File: src/rtl/fixed_off_chopper.sv
module fixed_off_chopper #(
  parameter int SYNC_STAGES = 2,
  parameter int BLANK_CYC   = 100,
  parameter int OFF_CYC     = 1250
) (
  input  logic       clk,
  input  logic       rst_n,
  input  logic [1:0] req_state,
  input  logic       trip_in,
  output logic [1:0] bridge_cmd,
  output logic       ovr_en,
  output logic       chop_active
);
  localparam int LIM = (OFF_CYC > BLANK_CYC) ? OFF_CYC : BLANK_CYC;
  localparam int CW  = $clog2(LIM + 1);
  localparam logic [1:0] ST_BRAKE = 2'b11;

  typedef enum logic [1:0] {S_IDLE, S_BLANK, S_ARMED, S_OFF} phase_t;

  phase_t                 phase;
  logic [CW-1:0]          cnt;
  logic [1:0]             req_q;
  logic [SYNC_STAGES-1:0] sync_q;
  logic                   trip_s, drive, dir_chg;

  assign trip_s  = sync_q[SYNC_STAGES-1];
  assign drive   = req_state[1] ^ req_state[0];
  assign dir_chg = req_state != req_q;

  always_ff @(posedge clk or negedge rst_n)
    if (!rst_n) sync_q <= '0;
    else        sync_q <= {sync_q[SYNC_STAGES-2:0], trip_in};

  always_ff @(posedge clk or negedge rst_n) begin
    if (!rst_n) begin
      phase       <= S_IDLE;
      cnt         <= '0;
      req_q       <= 2'b00;
      chop_active <= 1'b0;
    end else begin
      req_q <= req_state;
      if (!drive) begin
        phase       <= S_IDLE;
        cnt         <= '0;
        chop_active <= 1'b0;
      end else begin
        case (phase)
          S_IDLE: begin
            phase <= S_BLANK;
            cnt   <= '0;
          end
          S_BLANK:
            if (dir_chg) begin
              cnt         <= '0;
              chop_active <= 1'b0;
            end else if (cnt == CW'(BLANK_CYC - 1)) begin
              phase <= S_ARMED;
            end else begin
              cnt <= cnt + 1'b1;
            end
          S_ARMED:
            if (dir_chg) begin
              phase       <= S_BLANK;
              cnt         <= '0;
              chop_active <= 1'b0;
            end else if (trip_s) begin
              phase       <= S_OFF;
              cnt         <= '0;
              chop_active <= 1'b1;
            end
          default:
            if (cnt == CW'(OFF_CYC - 1)) begin
              phase <= S_BLANK;
              cnt   <= '0;
            end else begin
              cnt <= cnt + 1'b1;
            end
        endcase
      end
    end
  end

  assign ovr_en     = phase == S_OFF;
  assign bridge_cmd = ovr_en ? ST_BRAKE : req_state;
endmodule

File: config.mk
export PLATFORM = sky130hd
export DESIGN_NAME = fixed_off_chopper
export DESIGN_NICKNAME = d
export VERILOG_FILES = /design/src/rtl/fixed_off_chopper.sv
export SDC_FILE = /design/constraint.sdc
export NUM_CORES = 1
export LEC_CHECK = 0
export ABC_CLOCK_PERIOD_IN_PS = 2700
export BUFFER_PORTS_ARGS = -buffer_cell sky130_fd_sc_hd__buf_2
export CORE_AREA = 2 2 53 55
export CTS_CLUSTER_DIAMETER = 30
export DETAILED_ROUTE_END_ITERATION = 8
export DIE_AREA = 0 0 55 57
export SETUP_SLACK_MARGIN = 0.2
export SYNTH_ARGS = -nofsm -noshare
export SYNTH_HDL_FRONTEND = slang
export SYNTH_SLANG_ARGS = --single-unit
File: constraint.sdc
create_clock -name clk -period 2.7 [get_ports clk]
set_input_delay 0.135 -clock clk [delete_from_list [all_inputs] [get_ports clk]]
set_output_delay 0.135 -clock clk [all_outputs]
set_load 0.005 [all_outputs]
==> flow_results.xml <==
<?xml version="1.0" encoding="UTF-8"?>
<metrics>
  <group name="timing">
    <metric name="worst_clock_skew" unit="ns">0.0135</metric>
    <metric name="relSlewSlack" unit="%">69.9</metric>
    <metric name="maxClockFrequency" unit="GHz">0.427</metric>
    <metric name="hold_violations" unit="">0</metric>
    <metric name="maxSlewViolCount" unit="">0</metric>
    <metric name="final.min_clock_period" unit="ns">2.34</metric>
    <metric name="tns" unit="ns">0</metric>
    <metric name="max_slew.worst_pin.slew" unit="ns">0.448</metric>
    <metric name="min_period_over_period" unit="%">86.8</metric>
    <metric name="rsz0062_at_grt" unit="">false</metric>
    <metric name="setup_viol_count_final" unit="">0</metric>
    <metric name="final_critical_path_setup_slack" unit="ns">0.356</metric>
  </group>
  <group name="clock_tree">
    <metric name="post_cts_resized" unit="">0</metric>
    <metric name="cts.repair_timing.setup_buffer_count" unit="">0</metric>
    <metric name="tritoncts.num_buffers" unit="">3</metric>
    <metric name="cts.sinks" unit="">18</metric>
    <metric name="cts-htree-levels" unit="">1</metric>
    <metric name="tritoncts" unit="">built</metric>
    <metric name="cts_buffer_depth" unit="">2</metric>
    <metric name="clk-insertion-delay-late" unit="ns">0.31</metric>
    <metric name="cts_root_buffer_type" unit="">clkbuf_4</metric>
    <metric name="cts.reportedPaths.clkPinSlew" unit="ns">0.12</metric>
  </group>
  <group name="synthesis">
    <metric name="mappedNetlistArea" unit="um2">1200</metric>
    <metric name="yosys_most_used_dff" unit="">dfrtp_1</metric>
    <metric name="synth_cell_types" unit="">40</metric>
    <metric name="synth_warnings" unit="">0</metric>
    <metric name="share_of_the_synthesized_area_in_compound_gates_ao_oa_aoi_oai" unit="%">21.6</metric>
    <metric name="syn_inst" unit="">123</metric>
    <metric name="synth-edff-count" unit="">0</metric>
    <metric name="mux_share_of_post_synthesis_cell_area" unit="%">0.832</metric>
    <metric name="post_syn_area_per_cell" unit="um2">9.78</metric>
    <metric name="synth_simple_gate_area_share" unit="%">23.9</metric>
    <metric name="synth_xor_area_share" unit="%">2.91</metric>
    <metric name="postSynthNetCount" unit="">135</metric>
    <metric name="dominant_combinational_cell_family_by_area_after_synthesis" unit="">simple AND/OR/NAND/NOR gates</metric>
    <metric name="ys_seq_elements" unit="">18</metric>
    <metric name="synth-seq-area-share" unit="%">37.5</metric>
    <metric name="synthArstFlopShare" unit="%">100</metric>
    <metric name="adder_and_majority_gate_portion_of_the_synthesized_area" unit="%">7.28</metric>
  </group>
  <group name="placed_design">
    <metric name="hpwl_after_detailed_placement" unit="um">1750</metric>
    <metric name="gpl.final_weighted_congestion" unit="">0.724</metric>
    <metric name="port_buffers" unit="">8</metric>
    <metric name="place_area" unit="um2">1240</metric>
    <metric name="place_worst_setup_slack" unit="ns">0.333</metric>
  </group>
  <group name="pwr">
    <metric name="p_total" unit="mW">0.645</metric>
    <metric name="cellPowerDensity" unit="nW/um2">498</metric>
    <metric name="clock_power_share" unit="%">27.4</metric>
    <metric name="switchingPower" unit="mW">0.205</metric>
    <metric name="combPwrFrac" unit="%">26.4</metric>
    <metric name="internal_power" unit="mW">0.440</metric>
    <metric name="worst_ir_drop_vdd" unit="mV">0.263</metric>
    <metric name="p_leak" unit="nW">0.499</metric>
    <metric name="switching_fraction" unit="%">31.7</metric>
    <metric name="seqPwrFrac" unit="%">46.2</metric>
  </group>
  <group name="routing">
    <metric name="drt-total-wl" unit="um">2470</metric>
    <metric name="drtPass1Iterations" unit="">4</metric>
    <metric name="drtAntennaViolNets" unit="">0</metric>
    <metric name="drt_iter0_markers" unit="">14</metric>
    <metric name="detailroute.via_count" unit="">945</metric>
    <metric name="post_drt_via_cell_ratio" unit="">5.80</metric>
    <metric name="remaining_drc_errors" unit="">0</metric>
    <metric name="routed_wire_length_per_instance" unit="um">15.2</metric>
  </group>
  <group name="min_path">
    <metric name="hp-start" unit="">req_state[0]</metric>
    <metric name="worstHoldEndpoint" unit="">req_q[0]</metric>
    <metric name="timing.hold.worst.class" unit="">in2reg</metric>
    <metric name="worst_hold_path.num_cells" unit="">1</metric>
  </group>
  <group name="global_route">
    <metric name="antenna_found_initial" unit="">0</metric>
    <metric name="global_route_wire_length_before_repair" unit="um">4280</metric>
    <metric name="grt_start_max_net_pins" unit="">19</metric>
    <metric name="overflow" unit="">0</metric>
    <metric name="via_count_of_the_first_global_routing_pass" unit="">978</metric>
    <metric name="globalRouteTotalUtil" unit="%">18.6</metric>
  </group>
  <group name="setup_path">
    <metric name="timing.reg2reg.setup_slack" unit="ns">0.36</metric>
    <metric name="setup.worst_path.class" unit="">reg2reg</metric>
    <metric name="worst_setup_path_end_kind" unit="">flop</metric>
    <metric name="worstRegToRegCells" unit="">6</metric>
    <metric name="worst_path_maximum_fanout" unit="">12</metric>
    <metric name="crit_path_start_kind" unit="">flop</metric>
    <metric name="critical_path.reg2reg.endpoint" unit="">cnt[10]</metric>
    <metric name="worst_ep_arrival_time" unit="ns">2.53</metric>
    <metric name="r2r-start" unit="">cnt[0]</metric>
    <metric name="timing.critical_path.required" unit="ns">2.89</metric>
  </group>
  <group name="final_layout">
    <metric name="areaGrowthSynthToFinish" unit="%">7.80</metric>
    <metric name="nFillCells" unit="">263</metric>
    <metric name="n_antenna_cell" unit="">0</metric>
    <metric name="finalNetCount" unit="">145</metric>
    <metric name="share_of_layout_cells_above_drive_strength_1" unit="%">20.5</metric>
    <metric name="design_area" unit="um2">1300</metric>
  </group>
  <group name="run_status">
    <metric name="outcome" unit="">completed</metric>
  </group>
  <group name="floorplanning">
    <metric name="die_width" unit="um">55</metric>
    <metric name="floorplan.initialDensity" unit="%">46.0</metric>
    <metric name="floorplan.core_area" unit="um2">2620</metric>
    <metric name="area_enclosed_by_the_die_boundary" unit="um2">3140</metric>
    <metric name="die_h" unit="um">57</metric>
    <metric name="number_of_placement_rows" unit="">19</metric>
    <metric name="ioPinCount" unit="">9</metric>
  </group>
  <group name="run">
    <metric name="max_cap_violations" unit="">0</metric>
  </group>
</metrics>
[layer usage]
| layer | up-vias | global-route usage [%] | routed length, um |
|---|---|---|---|
| met4 | 0 | 5.23 | 16 |
| met5 | - | 0 | 0 |
| met2 | 13 | 31.0 | 1280 |
| met3 | 2 | 6.02 | 96 |
| met1 | 468 | 22.5 | 1080 |
| li1 | 462 | - | - |
[cells in the mapped netlist, types with 2 or more instances]
master    number  share of area [%]
dfrtp_1       18                 37
nand2_1       11                3.4
inv_1          8                2.5
ha_1           7                7.3
nand3_1        7                2.9
a21oi_1        5                2.1
nor2_1         5                1.6
o21ai_1        5                2.1
nand4_1        4                2.1
o22ai_2        4                4.2
nand3b_1       3                1.9
nor2b_1        3                1.6
o21ai_0        3                1.2
or3_1          3                1.6
xnor2_1        3                2.2
a22oi_1        2                1.2
and2_1         2                1.0
buf_2          2               0.83
nand2b_1       2                1.0
nor4bb_1       2                1.7
o211ai_2       2                2.1
o21ai_4        2                2.7
o31ai_1        2                1.2
or2_2          2                1.0
[power by group through the flow]
stage                     Combinational, mW  Sequential (mW)  Clock (mW)
after detailed placement              0.168            0.304           0
final                                 0.171            0.298       0.176
after global placement                0.167            0.302           0
after floorplan                       0.134            0.301           0
after CTS                             0.171            0.298       0.183
after global routing                  0.192            0.302       0.192
[stage by stage]
step	hold WS, ns	utilization (%)	cells
after detailed placement	0.0973	47.4	157
final	0.0194	49.6	163
after floorplan	-0.161	-	123
after global placement	0.0955	47.4	157
after CTS	0.0106	49.6	163
after global routing	0.0115	49.6	163
[area by class of cell]
| class | count | area, um2 | area share [%] |
|---|---|---|---|
| Multi-Input combinational cell | 92 | 681 | 52.5 |
| Sequential cell | 18 | 450 | 34.7 |
| Timing Repair Buffer | 10 | 60.1 | 4.63 |
| Tap cell | 31 | 38.8 | 2.99 |
| Clock buffer | 4 | 36.3 | 2.80 |
| Inverter | 8 | 30.0 | 2.32 |
[how the worst max path moves through the flow]
stage / start / endpoint / slack [ns] / depth (start not counted)
6_report: cnt[0] / cnt[10] / 0.36 / 6
5_1_grt: cnt[0] / cnt[6] / 0.22 / 6
4_1_cts: cnt[0] / cnt[10] / 0.33 / 6
3_5_place_dp: cnt[0] / cnt[10] / 0.33 / 6
3_3_place_gp: cnt[0] / cnt[2] / 0.43 / 6
2_1_floorplan: cnt[0] / cnt[10] / 0.66 / 7
[what timing repair did]
item                       4_1_cts  5_1_grt
hold buffers                     2        0
hold endpoints to repair        19        0
setup endpoints to repair        0        1
[logic make-up (layout without fill, tap and decap cells)]
logic type	count (synthesis)	count (layout)
AOI/OAI and AO/OA	31	31
xor gates and xnor gates	4	4
adders and majority gates	7	7
buffers and inverters	13	22
DFF	18	18
muxes	1	1
and+or+nand+nor	49	49
[state kept, by name, summed over array words and instances (netlist names)]
signal	flops
phase	2
sync_q	2
cnt	11
req_q	2
chop_active	1
[critical path: stages (launching register included)]
cell	delay (ns)
dfrtp_1	0.45
ha_1	0.22
or4bb_1	0.49
or3_4	0.36
o21ai_4	0.31
or2b_4	0.29
o211ai_2	0.10
[cell usage in the layout (no fill, tap or decap), types with 4 or more instances in the layout]
master,netlist,routed
o22ai_2,4,4
dfrtp_1,18,18
nand3_1,7,7
ha_1,7,7
inv_1,8,8
nor2_1,5,5
nand2_1,11,11
buf_2,2,8
nand4_1,4,4
o21ai_1,5,5
a21oi_1,5,5
(Power assumes the default switching activity.)
